`src/rtl/spinlock_pkg.sv`:
```
// Shared constants and types for the spinlock bank.
// Assumes a 12-bit byte address and 32-bit data on every port.
package spinlock_pkg;
    localparam int BUS_W  = 32;
    localparam int ADDR_W = 12;

    localparam logic [ADDR_W-1:0] LOCK_BASE   = 12'h800;
    localparam logic [ADDR_W-1:0] STATUS_ADDR = 12'h014;

    // What a port's address selects.
    typedef enum logic [1:0] {
        ACC_NONE   = 2'd0,
        ACC_LOCK   = 2'd1,
        ACC_STATUS = 2'd2
    } acc_kind_e;

    // Identification word: lock count / 32 in bits 31:24, rest zero.
    function automatic logic [BUS_W-1:0] status_word(input int num_locks);
        logic [7:0] field;
        field = 8'(num_locks / 32);
        return {field, 24'h0};
    endfunction
endpackage

```
`src/rtl/sl_decode.sv`:
```
// Address decoder for one requester port.
// Classifies the access, extracts the lock index and raises claim or
// release requests. Assumes NUM_LOCKS is 32, 64, 128 or 256.
module sl_decode
    import spinlock_pkg::*;
#(
    parameter int NUM_LOCKS = 64,
    localparam int IDX_W = $clog2(NUM_LOCKS)
) (
    input  logic [ADDR_W-1:0] addr,
    input  logic              rd,
    input  logic              wr,
    input  logic [BUS_W-1:0]  wdata,
    output acc_kind_e         kind,
    output logic [IDX_W-1:0]  idx,
    output logic              claim,
    output logic              free_req
);
    localparam logic [ADDR_W-1:0] LOCK_END = LOCK_BASE + ADDR_W'(4 * NUM_LOCKS);

    logic in_lock;

    // Word-aligned address inside the lock window.
    assign in_lock = (addr >= LOCK_BASE) && (addr < LOCK_END) && (addr[1:0] == 2'b00);

    // Lock index is the word offset from the window base.
    assign idx = IDX_W'((addr - LOCK_BASE) >> 2);

    // Select the access kind from the address.
    always_comb begin
        if (in_lock)                   kind = ACC_LOCK;
        else if (addr == STATUS_ADDR)  kind = ACC_STATUS;
        else                           kind = ACC_NONE;
    end

    // A read claims; a pure write of zero releases (read wins when both strobe).
    assign claim    = rd && (kind == ACC_LOCK);
    assign free_req = wr && !rd && (kind == ACC_LOCK) && (wdata == '0);
endmodule

```
`src/rtl/sl_claim_arb.sv`:
```
// Fixed-priority claim arbiter.
// A port wins when its lock is free and no lower-numbered port claims the
// same lock in this cycle. Purely combinational.
module sl_claim_arb #(
    parameter int NPORT = 2,
    parameter int IDX_W = 6
) (
    input  logic [NPORT-1:0]            claim,
    input  logic [NPORT-1:0][IDX_W-1:0] claim_idx,
    input  logic [NPORT-1:0]            busy,
    output logic [NPORT-1:0]            won
);
    // Lowest port index takes a contended free lock.
    always_comb begin
        for (int p = 0; p < NPORT; p++) begin
            won[p] = claim[p] && !busy[p];
            for (int q = 0; q < p; q++) begin
                if (claim[q] && (claim_idx[q] == claim_idx[p]))
                    won[p] = 1'b0;
            end
        end
    end
endmodule

```
`src/rtl/sl_lock_array.sv`:
```
// Storage for the lock bits.
// Reports the current state of each port's addressed lock, sets locks that
// the arbiter granted and clears locks that a port released. A grant and a
// release of one lock in one cycle leave it taken.
module sl_lock_array #(
    parameter int NUM_LOCKS = 64,
    parameter int NPORT     = 2,
    localparam int IDX_W = $clog2(NUM_LOCKS)
) (
    input  logic                        clk,
    input  logic                        rst_n,
    input  logic [NPORT-1:0][IDX_W-1:0] look_idx,
    input  logic [NPORT-1:0]            won,
    input  logic [NPORT-1:0]            rel,
    output logic [NPORT-1:0]            busy
);
    logic [NUM_LOCKS-1:0] lock_q;
    logic [NUM_LOCKS-1:0] set_v;
    logic [NUM_LOCKS-1:0] clr_v;

    // Current state of the lock each port addresses.
    always_comb begin
        for (int p = 0; p < NPORT; p++)
            busy[p] = lock_q[look_idx[p]];
    end

    for (genvar i = 0; i < NUM_LOCKS; i++) begin : g_lock
        logic [NPORT-1:0] hit;
        logic             clr;

        // Gather grants and releases aimed at this lock.
        always_comb begin
            hit = '0;
            clr = 1'b0;
            for (int p = 0; p < NPORT; p++) begin
                if (won[p] && (look_idx[p] == IDX_W'(i))) hit[p] = 1'b1;
                if (rel[p] && (look_idx[p] == IDX_W'(i))) clr = 1'b1;
            end
        end
        assign set_v[i] = |hit;
        assign clr_v[i] = clr;

        p_one_winner_r6: assert property (@(posedge clk) disable iff (!rst_n)
            $onehot0(hit));
        p_claim_takes_r2: assert property (@(posedge clk) disable iff (!rst_n)
            set_v[i] |=> lock_q[i]);
        p_taken_holds_r3: assert property (@(posedge clk) disable iff (!rst_n)
            (lock_q[i] && !clr_v[i]) |=> lock_q[i]);
        p_release_frees_r4: assert property (@(posedge clk) disable iff (!rst_n)
            (clr_v[i] && !set_v[i]) |=> !lock_q[i]);
        p_no_double_grant_r6: assert property (@(posedge clk) disable iff (!rst_n)
            lock_q[i] |-> !set_v[i]);
    end

    // Lock state update: grants set, releases clear, grants win a tie.
    always_ff @(posedge clk) begin
        if (!rst_n) lock_q <= '0;
        else        lock_q <= set_v | (lock_q & ~clr_v);
    end
endmodule

```
`src/rtl/spinlock_bank.sv`:
```
// Multi-port hardware spinlock bank.
// Each port reads a lock word to test-and-claim it and writes 0 to free it.
// Every access is answered one cycle later. Assumes NUM_LOCKS is one of
// 32, 64, 128, 256 and that ports hold their strobes for a single cycle
// per access.
module spinlock_bank
    import spinlock_pkg::*;
#(
    parameter int NUM_LOCKS = 64,
    parameter int NPORT     = 2
) (
    input  logic                     clk,
    input  logic                     rst_n,
    input  logic [NPORT*ADDR_W-1:0]  bus_addr,
    input  logic [NPORT-1:0]         bus_rd,
    input  logic [NPORT-1:0]         bus_wr,
    input  logic [NPORT*BUS_W-1:0]   bus_wdata,
    output logic [NPORT*BUS_W-1:0]   bus_rdata,
    output logic [NPORT-1:0]         bus_ready
);
    localparam int               IDX_W      = $clog2(NUM_LOCKS);
    localparam logic [BUS_W-1:0] STATUS_VAL = status_word(NUM_LOCKS);

    acc_kind_e                   kind [NPORT];
    logic [NPORT-1:0][IDX_W-1:0] idx;
    logic [NPORT-1:0]            claim;
    logic [NPORT-1:0]            rel;
    logic [NPORT-1:0]            busy;
    logic [NPORT-1:0]            won;

    for (genvar p = 0; p < NPORT; p++) begin : g_port
        logic [BUS_W-1:0] rdata_q;
        logic             ready_q;

        sl_decode #(.NUM_LOCKS(NUM_LOCKS)) u_dec (
            .addr     (bus_addr[p*ADDR_W +: ADDR_W]),
            .rd       (bus_rd[p]),
            .wr       (bus_wr[p]),
            .wdata    (bus_wdata[p*BUS_W +: BUS_W]),
            .kind     (kind[p]),
            .idx      (idx[p]),
            .claim    (claim[p]),
            .free_req (rel[p])
        );

        // Register the one-cycle answer for this port.
        always_ff @(posedge clk) begin
            if (!rst_n) begin
                ready_q <= 1'b0;
                rdata_q <= '0;
            end else begin
                ready_q <= bus_rd[p] || bus_wr[p];
                rdata_q <= '0;
                if (bus_rd[p]) begin
                    case (kind[p])
                        ACC_LOCK:   rdata_q <= {{(BUS_W-1){1'b0}}, !won[p]};
                        ACC_STATUS: rdata_q <= STATUS_VAL;
                        default:    rdata_q <= '0;
                    endcase
                end
            end
        end

        assign bus_rdata[p*BUS_W +: BUS_W] = rdata_q;
        assign bus_ready[p]                = ready_q;

        p_lock_answer_r2: assert property (@(posedge clk) disable iff (!rst_n)
            claim[p] |=> (bus_ready[p] && (bus_rdata[p*BUS_W+1 +: BUS_W-1] == '0)));
        p_loser_sees_taken_r6: assert property (@(posedge clk) disable iff (!rst_n)
            (claim[p] && !won[p]) |=> bus_rdata[p*BUS_W]);
        p_status_value_r8: assert property (@(posedge clk) disable iff (!rst_n)
            (bus_rd[p] && (kind[p] == ACC_STATUS)) |=> (bus_rdata[p*BUS_W +: BUS_W] == STATUS_VAL));
        p_undecoded_zero_r9: assert property (@(posedge clk) disable iff (!rst_n)
            ((bus_rd[p] || bus_wr[p]) && (kind[p] == ACC_NONE)) |=> (bus_ready[p] && (bus_rdata[p*BUS_W +: BUS_W] == '0)));
        p_no_free_on_read_r12: assert property (@(posedge clk) disable iff (!rst_n)
            bus_rd[p] |-> !rel[p]);
    end

    sl_claim_arb #(.NPORT(NPORT), .IDX_W(IDX_W)) u_arb (
        .claim     (claim),
        .claim_idx (idx),
        .busy      (busy),
        .won       (won)
    );

    sl_lock_array #(.NUM_LOCKS(NUM_LOCKS), .NPORT(NPORT)) u_arr (
        .clk      (clk),
        .rst_n    (rst_n),
        .look_idx (idx),
        .won      (won),
        .rel      (rel),
        .busy     (busy)
    );
endmodule

```
`config.mk`:
```
export PLATFORM = sky130hd
export DESIGN_NAME = spinlock_bank
export DESIGN_NICKNAME = d
export VERILOG_FILES = /design/src/rtl/spinlock_pkg.sv /design/src/rtl/sl_decode.sv /design/src/rtl/sl_claim_arb.sv /design/src/rtl/sl_lock_array.sv /design/src/rtl/spinlock_bank.sv
export SDC_FILE = /design/constraint.sdc
export NUM_CORES = 1
export LEC_CHECK = 0
export ABC_AREA = 0
export BUFFER_PORTS_ARGS = -buffer_cell sky130_fd_sc_hd__buf_2
export CORE_MARGIN = 2
export CORE_UTILIZATION = 57
export CTS_CLUSTER_SIZE = 16
export DETAILED_ROUTE_END_ITERATION = 12
export GPL_TIMING_DRIVEN = 0
export PLACE_DENSITY = 0.87
export SYNTH_ARGS = -nofsm -noshare
export SYNTH_HDL_FRONTEND = slang
export SYNTH_SLANG_ARGS = --single-unit
```
`constraint.sdc`:
```
create_clock -name clk -period 7.7 [get_ports clk]
set_clock_uncertainty 0.1 [all_clocks]
set_input_delay 1.155 -clock clk [delete_from_list [all_inputs] [get_ports clk]]
set_output_delay 1.155 -clock clk [all_outputs]
set_load 0.02 [all_outputs]
```
==> results of run 1 <==
## routing by layer
metal,vias up,global-route usage (%)
met1,2999,54.3
met5,-,0
li1,2751,-
met4,0,30.8
met3,152,11.8
met2,658,65.6
## worst max-delay path: cells and delay by family
family / cells / cell delay (ps)
and+or+nand+nor: 1 / 490
muxes: 1 / 490
AOI/OAI and AO/OA: 3 / 1210
buffers and inverters: 2 / 940
## area by class of cell
class	count	share of cell area [%]
diodes	1	0.0381
well taps	129	2.45
repair buffers	93	7.08
flip-flops and latches	70	21.3
plain buffers	124	11.0
clock inverters	5	1.24
multi-input cells	517	54.4
clock buffers	11	2.30
inverters	2	0.114
## cells by family (layout without fill, tap and decap cells)
logic type	Yosys count	in the layout	synth area share, %
AO/OA/AOI/OAI	190	190	24.6
multiplexers	43	43	15.2
XOR/XNOR	6	6	0.957
AND/OR/NAND/NOR	218	218	20.3
flip-flops	70	70	25.5
buffers and inverters	126	235	13.3
other	1	61	0.0683
## power breakdown
part | internal (mW) | total, mW | switching [mW] | leakage (nW)
clock network | 0.200 | 0.364 | 0.163 | 0.116
logic | 0.0607 | 0.171 | 0.110 | 1.84
registers | 0.362 | 0.363 | 0.000281 | 0.564
## cell usage after synthesis, drive strengths merged (4+ instances only)
master,n,area (µm²)
nand2,86,323
buf,82,567
dfxtp,70,1400
o221ai,62,543
a31oi,52,325
clkbuf,42,159
o21ai,38,190
mux4,32,721
nand3,28,140
nor4,20,131
nor2,16,60.1
and2,14,87.6
nand4,14,87.6
a21oi,11,55.1
nor2b,11,68.8
o22a,10,87.6
and3,8,50.1
mux2i,7,70.1
xor2,6,52.6
mux2,4,45.0
nor4b,4,35.0
## how the worst max path moves through the flow
stage | from | end | slack, ps | cells after the start
2_1_floorplan | bus_addr[3] | u_arr.lock_q[14] | 4310 | 10
3_3_place_gp | bus_addr[15] | u_arr.lock_q[59] | 3320 | 8
3_5_place_dp | bus_addr[15] | u_arr.lock_q[56] | 3330 | 7
4_1_cts | bus_addr[15] | u_arr.lock_q[56] | 3710 | 7
5_1_grt | bus_addr[15] | u_arr.lock_q[56] | 3470 | 8
6_report | bus_addr[15] | u_arr.lock_q[56] | 3580 | 7
## sequential cells by signal, indices dropped and copies added, names as in the netlist
name / flops
u_arr.lock_q: 64
g_port.rdata_q: 4
g_port.ready_q: 2
==> flow_metrics.py, run 1 <==
metrics = {
    "pwr": {
        "p_leak_nw": 2.52,
        "cellPowerDensity_nw_per_um2": 136,
        "vdd_drop_max_mv": 0.0957,
        "fin_total_pwr_uw": 897,
    },
    "drt": {
        "drt_iter0_markers": 761,
        "vias": 6560,
        "finalWirelength_um": 23000,
        "wl_per_cell_um": 24.1,
        "top_layer_used": "met4",
        "avgViaCountPerCell": 6.89,
        "drc_errors": 0,
        "wl_met2_um": 10100,
        "route.met3.wl_um": 3160,
        "wl_met1_um": 7960,
        "antenna_left": 0,
        "firstDrtPassIters": 6,
    },
    "global_routing": {
        "first_global_vias": 6094,
        "grt_first_pass_wirelength_um": 33500,
        "gr-usage-all-layers_pct": 43.6,
        "overflow": 0,
        "antenna_found_initial": 1,
        "grt_max_degree": 13,
    },
    "placed_design": {
        "place_inst": 935,
        "portBuffers": 93,
        "dp_hpwl_um": 16900,
        "gp_congestion": 1.06,
        "place_area_um2": 6340,
        "pre_cts_ws_ps": 3330,
    },
    "cts": {
        "clk_latency_ps": 370,
        "cts_hold_buf": 0,
        "cts.sinks": 70,
        "cts_tree": "yes",
        "clk_pin_slew_ps": 80,
        "cts-root-buf": "clkbuf_8",
        "cts_resized": 0,
        "clock_path_buffers": 2,
        "numCtsBuffers": 9,
        "post_cts_buffers": 0,
        "h-tree-depth": 3,
    },
    "die": {
        "die_width_um": 102,
        "die_h_um": 102,
        "start_util_pct": 59.2,
        "boundaryPins": 160,
        "dieArea_um2": 10400,
        "rows": 35,
        "fp.coreArea_um2": 9280,
    },
    "cells_and_area": {
        "multiInputGateArea_um2": 3580,
        "final_core_util_pct": 70.8,
        "final_cell_mix": "buf_2 (105), nand2_1 (86), dfxtp_1 (70), buf_4 (65), o221ai_1 (62)",
        "fillCellCount": 777,
        "regArea_um2": 1400,
        "final_net_count": 911,
        "final_common_cell": "buf_2",
        "syn_to_final_growth_pct": 19.7,
        "layout-drive-gt1-share_pct": 27.7,
        "stdcell_count": 952,
        "design_area_um2": 6580,
    },
    "timing": {
        "min_period_over_period_pct": 53.5,
        "worst_hold_slack_ps": 403,
        "rsz0062_at_grt": "false",
        "fin_ws_ps": 3580,
        "hold_viol": 0,
        "slew_viol_final": 0,
        "setup_violations": 0,
        "totalNegativeSetupSlack_ps": 0,
        "max_freq_mhz": 243,
        "relSlewSlack_pct": 45.1,
        "period_needed_ps": 4120,
        "worst_slew_pin_slew_ps": 816,
    },
    "logic_synthesis": {
        "synth-seq-cells": 70,
        "synth_area_um2": 5490,
        "syn_area_per_cell_um2": 8.40,
        "synth_seq_area_share_pct": 25.5,
        "synth_edf_count": 0,
        "synthCells": 654,
        "ys_warn_count": 0,
        "async_reset_ff_share_pct": 0,
        "synthFlopType": "dfxtp_1",
        "synth_cell_type_count": 48,
    },
    "setup_path": {
        "critPathMaxFanout": 10,
        "worstPathCellList": "clkbuf_1, mux4_2, a2111o_1, a311oi_2, nand4_1, buf_2, o221ai_1",
        "max_stage_delay_ps": 590,
        "worst_ep_required_time_ps": 7880,
        "reg2reg_depth": 6,
        "crit_slowest_cell": "a311oi_2",
        "path_class": "input port to flop",
        "reg2reg_slack_ps": 4550,
        "r2r_start": "u_arr.lock_q[27]",
        "worstPathArrival_ps": 4300,
        "start_kind": "input port",
        "worstSetupEndpointType": "flop",
        "rr_endpoint": "u_arr.lock_q[56]",
    },
    "job": {
        "maxCapViolCount": 0,
    },
    "worst_hold_path": {
        "hold_path_class": "flop to flop",
        "whs_endpoint": "u_arr.lock_q[27]",
        "min_path_cells": 2,
        "worstHoldStart": "u_arr.lock_q[27]",
    },
    "run_status": {
        "status": "complete, no violations",
    },
}
(Power assumes the default switching activity.)
==> run 2, diff against run 1 <==
--- a/config.mk
+++ b/config.mk
@@ -8,11 +8,11 @@
 export ABC_AREA = 0
 export BUFFER_PORTS_ARGS = -buffer_cell sky130_fd_sc_hd__buf_2
 export CORE_MARGIN = 2
-export CORE_UTILIZATION = 57
+export CORE_UTILIZATION = 53
 export CTS_CLUSTER_SIZE = 16
 export DETAILED_ROUTE_END_ITERATION = 12
 export GPL_TIMING_DRIVEN = 0
-export PLACE_DENSITY = 0.87
+export PLACE_DENSITY = 0.81
 export SYNTH_ARGS = -nofsm -noshare
 export SYNTH_HDL_FRONTEND = slang
 export SYNTH_SLANG_ARGS = --single-unit
==> constraint.sdc (replaced) <==
create_clock -name clk -period 3.95 [get_ports clk]
set_clock_uncertainty 0.1 [all_clocks]
set_input_delay 0.5925 -clock clk [delete_from_list [all_inputs] [get_ports clk]]
set_output_delay 0.5925 -clock clk [all_outputs]
set_load 0.02 [all_outputs]
==> run 2 against run 1 <==
Effect of this change:
- via count is 3.2% lower
- critical path depth is 1 higher
- global-route usage is 4.9 points lower
- sequential share of layout area hardly changed
- non-clock buffer count stayed put
- setup slack worse by 3100 ps
- first-iteration DRC count is 15% higher
- die area is 7.2% higher
- register-to-register slack worse by 3700 ps
- combinational power is 91% higher
- sequential power is 95% higher
- largest cell class unchanged
- largest power group unchanged
==> flow_metrics.py, run 2 (synthesis gave the netlist of run 1 again) <==
metrics = {
    "placed_design": {
        "pre_cts_ws_ps": 249,
        "portBuffers": 93,
        "gp_congestion": 1.03,
        "dp_hpwl_um": 16800,
        "place_inst": 942,
    },
    "drt": {
        "firstDrtPassIters": 6,
        "wl_per_cell_um": 23.0,
        "drt_iter0_markers": 877,
        "antenna_left": 0,
        "avgViaCountPerCell": 6.63,
        "finalWirelength_um": 22000,
        "drc_errors": 0,
        "vias": 6347,
    },
    "cts": {
        "post_cts_buffers": 0,
        "numCtsBuffers": 9,
        "clk_pin_slew_ps": 80,
        "cts.sinks": 70,
        "clock_path_buffers": 2,
        "h-tree-depth": 3,
        "cts_tree": "yes",
        "clk_latency_ps": 370,
        "cts_resized": 0,
        "cts-root-buf": "clkbuf_8",
        "cts_hold_buf": 0,
    },
    "setup_path": {
        "crit_slowest_cell": "buf_1",
        "worstSetupStartpoint": "bus_addr[15]",
        "r2r_start": "u_arr.lock_q[26]",
        "worst_ep_required_time_ps": 4130,
        "worst-path-buf-inv": 3,
        "worstPathCellList": "clkbuf_1, buf_1, mux4_2, a22o_1, a221oi_1, nand4_1, buf_2, o221ai_1",
        "start_kind": "input port",
        "reg2reg_slack_ps": 890,
        "max_stage_delay_ps": 590,
        "worstSetupEndpoint": "u_arr.lock_q[59]",
        "critical_path.top_delay_family": "buffers and inverters",
        "worstSetupEndpointType": "flop",
        "cp.depth": 8,
        "reg2reg_depth": 6,
        "rr_endpoint": "u_arr.lock_q[59]",
        "worstPathArrival_ps": 3650,
        "critPathMaxFanout": 10,
        "path_class": "input port to flop",
    },
    "cells_and_area": {
        "layout-drive-gt1-share_pct": 27.6,
        "antennaDiodeCount": 0,
        "final_common_cell": "buf_2",
        "largest_reg_flops": 64,
        "stdcell_count": 958,
        "largestRegisters": "u_arr.lock_q: 64 flops, g_port.rdata_q: 4 flops, g_port.ready_q: 2 flops",
        "largest-register": "u_arr.lock_q",
        "syn_to_final_growth_pct": 19.9,
        "final_cell_mix": "buf_2 (105), nand2_1 (86), dfxtp_1 (70), buf_4 (65), o221ai_1 (62)",
        "final_net_count": 911,
    },
    "pwr": {
        "p_comb_share_pct": 18.5,
        "fin_total_pwr_mw": 1.77,
        "vdd_drop_max_mv": 0.192,
        "intPower_mw": 1.24,
        "cellPowerDensity_nw_per_um2": 269,
        "power_switching_uw": 526,
        "swShare_pct": 29.7,
        "power.share.clock_pct": 41.6,
        "p_leak_nw": 2.51,
        "p_seq_share_pct": 39.9,
    },
    "global_routing": {
        "grt_max_degree": 13,
        "antenna_found_initial": 0,
        "grt_first_pass_wirelength_um": 32700,
        "overflow": 0,
        "first_global_vias": 5804,
        "gr-usage-all-layers_pct": 38.7,
    },
    "timing": {
        "relSlewSlack_pct": 39.4,
        "rsz0062_at_grt": "false",
        "worst_slew_pin_slew_ps": 901,
        "fin_ws_ps": 475,
        "period_needed_ps": 3470,
        "max_freq_mhz": 288,
        "min_period_over_period_pct": 88.0,
        "setup_violations": 0,
        "slew_viol_final": 0,
        "totalNegativeSetupSlack_ps": 0,
        "hold_viol": 0,
    },
    "die": {
        "rows": 37,
        "die_width_um": 106,
        "dieArea_um2": 11200,
        "fp.coreArea_um2": 10200,
        "boundaryPins": 160,
        "die_h_um": 106,
        "start_util_pct": 53.9,
    },
    "job": {
        "maxCapViolCount": 0,
    },
    "run_status": {
        "status": "complete, no violations",
    },
    "worst_hold_path": {
        "hold_path_class": "input port to flop",
    },
}
==> run 2: cell count changes in the layout (fill, tap and decap cells not counted) <==
cell,delta
diode_2,-1
clkinv_4,-1
bufinv_16,+1
clkbuf_1,+1
clkinvlp_4,+1
clkbuf_8,-2
==> run 2: how the worst min path moves through the flow <==
stage / cells past startpoint / end / slack, ps / from
global route: 2 / g_port[1].rdata_q[25] / 290 / bus_addr[22]
finish: 2 / g_port[1].rdata_q[25] / 290 / bus_addr[22]
global placement: 2 / u_arr.lock_q[27] / 370 / u_arr.lock_q[27]
CTS: 2 / g_port[1].rdata_q[25] / 290 / bus_addr[22]
floorplan: 2 / u_arr.lock_q[22] / 360 / u_arr.lock_q[22]
detailed placement: 2 / u_arr.lock_q[19] / 380 / u_arr.lock_q[19]
==> run 2: power groups by stage <==
stage | clock network [mW] | logic [mW] | registers, mW
global placement | 0 | 0.311 | 0.724
finish | 0.736 | 0.327 | 0.707
CTS | 0.728 | 0.315 | 0.707
detailed placement | 0 | 0.314 | 0.724
floorplan | 0 | 0.213 | 0.724
global route | 0.765 | 0.344 | 0.707
==> run 2: per-stage QoR <==
stage | hold WS (ps) | utilization [%] | instance area (µm²)
6_report | 287 | 64.7 | 6590
3_5_place_dp | 384 | 62.3 | 6350
4_1_cts | 289 | 64.7 | 6590
5_1_grt | 288 | 64.7 | 6590
2_1_floorplan | 360 | - | 5710
3_3_place_gp | 373 | 62.3 | 6350
==> run 2: layout make-up <==
class | count | area (µm²)
Timing Repair Buffer | 93 | 465
Sequential cell | 70 | 1400
Multi-Input combinational cell | 517 | 3580
Clock buffer | 10 | 128
Inverter | 2 | 7.51
Fill cell | 913 | 3600
Buffer | 124 | 726
Tap cell | 136 | 170
Clock inverter | 6 | 110
==> run 2: metal layers <==
layer | GRT usage (%) | vias up | routed length (µm)
li1 | - | 2753 | -
met1 | 49.2 | 3025 | 8260
met2 | 61.3 | 490 | 10100
met3 | 8.29 | 79 | 2570
met4 | 21.5 | 0 | 1140
met5 | 0 | - | 0
==> run 3, diff against run 2 <==
--- a/config.mk
+++ b/config.mk
@@ -7,6 +7,7 @@
 export LEC_CHECK = 0
 export ABC_AREA = 0
 export BUFFER_PORTS_ARGS = -buffer_cell sky130_fd_sc_hd__buf_2
+export CORE_ASPECT_RATIO = 0.5
 export CORE_MARGIN = 2
 export CORE_UTILIZATION = 53
 export CTS_CLUSTER_SIZE = 16
==> run 3 against run 2 <==
Effect of this change:
- non-clock buffer count unchanged
- cell count rose by 0.31%
- routed wire length shrank 1.8%
- sequential cell count unchanged
- clock-buffer cell count rose by 4
- first-iteration DRC count up 34%
- critical path type unchanged
==> flow_metrics.py, run 3 (synthesis gave the netlist of run 1 again) <==
metrics = {
    "cts": {
        "numCtsBuffers": 9,
        "clk_latency_ps": 350,
        "cts_resized": 0,
        "post_cts_buffers": 0,
        "cts-root-buf": "clkbuf_16",
        "h-tree-depth": 3,
        "cts_tree": "yes",
        "clock_path_buffers": 2,
        "cts.sinks": 70,
        "cts_hold_buf": 0,
        "clk_pin_slew_ps": 60,
    },
    "cells_and_area": {
        "largest-register": "u_arr.lock_q",
        "layout-drive-gt1-share_pct": 27.3,
        "stdcell_count": 961,
        "final_common_cell": "buf_2",
        "final_cell_mix": "buf_2 (105), nand2_1 (86), dfxtp_1 (70), buf_4 (65), o221ai_1 (62)",
        "design_area_um2": 6620,
        "final_net_count": 911,
        "largest_reg_flops": 64,
        "syn_to_final_growth_pct": 20.6,
        "antennaDiodeCount": 0,
        "largestRegisters": "u_arr.lock_q: 64 flops, g_port.rdata_q: 4 flops, g_port.ready_q: 2 flops",
    },
    "die": {
        "die_h_um": 76.0,
        "boundaryPins": 160,
        "die_width_um": 148,
        "fp.coreArea_um2": 10100,
        "start_util_pct": 54.1,
        "rows": 26,
        "dieArea_um2": 11200,
    },
    "pwr": {
        "p_seq_share_pct": 39.3,
        "p_leak_nw": 2.53,
        "intPower_mw": 1.28,
        "p_comb_share_pct": 18.1,
        "cellPowerDensity_nw_per_um2": 272,
        "swShare_pct": 28.9,
        "vdd_drop_max_mv": 0.198,
        "power_switching_uw": 522,
        "power.share.clock_pct": 42.6,
    },
    "run_status": {
        "status": "complete, no violations",
    },
    "timing": {
        "worst_hold_slack_ps": 326,
        "period_needed_ps": 3800,
        "min_period_over_period_pct": 96.3,
        "relSlewSlack_pct": 40.5,
        "slew_viol_final": 0,
        "hold_viol": 0,
        "max_freq_mhz": 263,
        "worst_slew_pin_slew_ps": 893,
        "fin_ws_ps": 148,
        "totalNegativeSetupSlack_ps": 0,
        "rsz0062_at_grt": "false",
        "setup_violations": 0,
    },
    "drt": {
        "avgViaCountPerCell": 6.70,
        "wl_per_cell_um": 22.5,
        "drt_iter0_markers": 1177,
        "vias": 6438,
        "finalWirelength_um": 21700,
        "antenna_left": 0,
        "firstDrtPassIters": 7,
        "drc_errors": 0,
    },
    "setup_path": {
        "critPathMaxFanout": 10,
        "worstPathCellList": "clkbuf_1, mux4_2, a2111o_1, a311oi_2, nand4_1, buf_2, o221ai_1",
        "worst-path-buf-inv": 2,
        "worstPathArrival_ps": 3950,
        "crit_slowest_cell": "clkbuf_1",
        "max_stage_delay_ps": 650,
        "worstSetupEndpointType": "flop",
        "critical_path.top_delay_family": "compound AO/OA/AOI/OAI gates",
        "reg2reg_slack_ps": 670,
        "path_class": "input port to flop",
        "start_kind": "input port",
        "worst_ep_required_time_ps": 4100,
    },
    "placed_design": {
        "dp_hpwl_um": 16500,
        "portBuffers": 93,
        "place_inst": 946,
        "place_area_um2": 6350,
        "pre_cts_ws_ps": 26.7,
        "gp_congestion": 1.02,
    },
    "global_routing": {
        "first_global_vias": 5724,
        "grt_max_degree": 11,
        "antenna_found_initial": 0,
        "gr-usage-all-layers_pct": 37.8,
        "overflow": 0,
        "grt_first_pass_wirelength_um": 32300,
    },
    "worst_hold_path": {
        "hold_path_class": "input port to flop",
    },
    "job": {
        "maxCapViolCount": 0,
    },
}
## run 3: worst reg2reg max path: stages (launching register included)
cell	delay (ps)
dfxtp_1	320
mux4_2	580
a2111o_1	410
a311oi_2	600
nand4_1	570
buf_2	380
o221ai_1	220
## run 3: path summary, 6_finish.rpt
kind                     from  cells after the start               endpoint
max              bus_addr[15]                      7       u_arr.lock_q[55]
min              bus_addr[22]                      2  g_port[1].rdata_q[25]
max reg2reg  u_arr.lock_q[27]                      6       u_arr.lock_q[55]
min reg2reg  u_arr.lock_q[26]                      2       u_arr.lock_q[26]
## run 3: power by group through the flow
stage / clock network (mW) / logic [mW] / registers (mW)
3_3_place_gp: 0 / 0.311 / 0.724
3_5_place_dp: 0 / 0.313 / 0.724
5_1_grt: 0.795 / 0.345 / 0.708
2_1_floorplan: 0 / 0.213 / 0.724
6_report: 0.768 / 0.327 / 0.708
4_1_cts: 0.761 / 0.314 / 0.708
## run 3: area by class of cell
type / count / area [µm²]
multi-input cells: 517 / 3580
fillers: 885 / 3530
flip-flops and latches: 70 / 1400
clock inverters: 1 / 5.00
clock buffers: 14 / 264
inverters: 2 / 7.51
repair buffers: 93 / 465
well taps: 140 / 175
plain buffers: 124 / 726
## run 3: routing by layer
layer | track usage (%) | wire, µm
met1 | 54.4 | 8060
met2 | 54.8 | 9010
met3 | 12.6 | 4060
met4 | 9.43 | 523
met5 | 0 | 0
## run 3: per-stage QoR
step / power, mW / util [%]
finish: 1.80 / 65.3
global route: 1.85 / 65.3
CTS: 1.78 / 65.3
detailed placement: 1.04 / 62.6
global placement: 1.03 / 62.6
floorplan: 0.937 / -
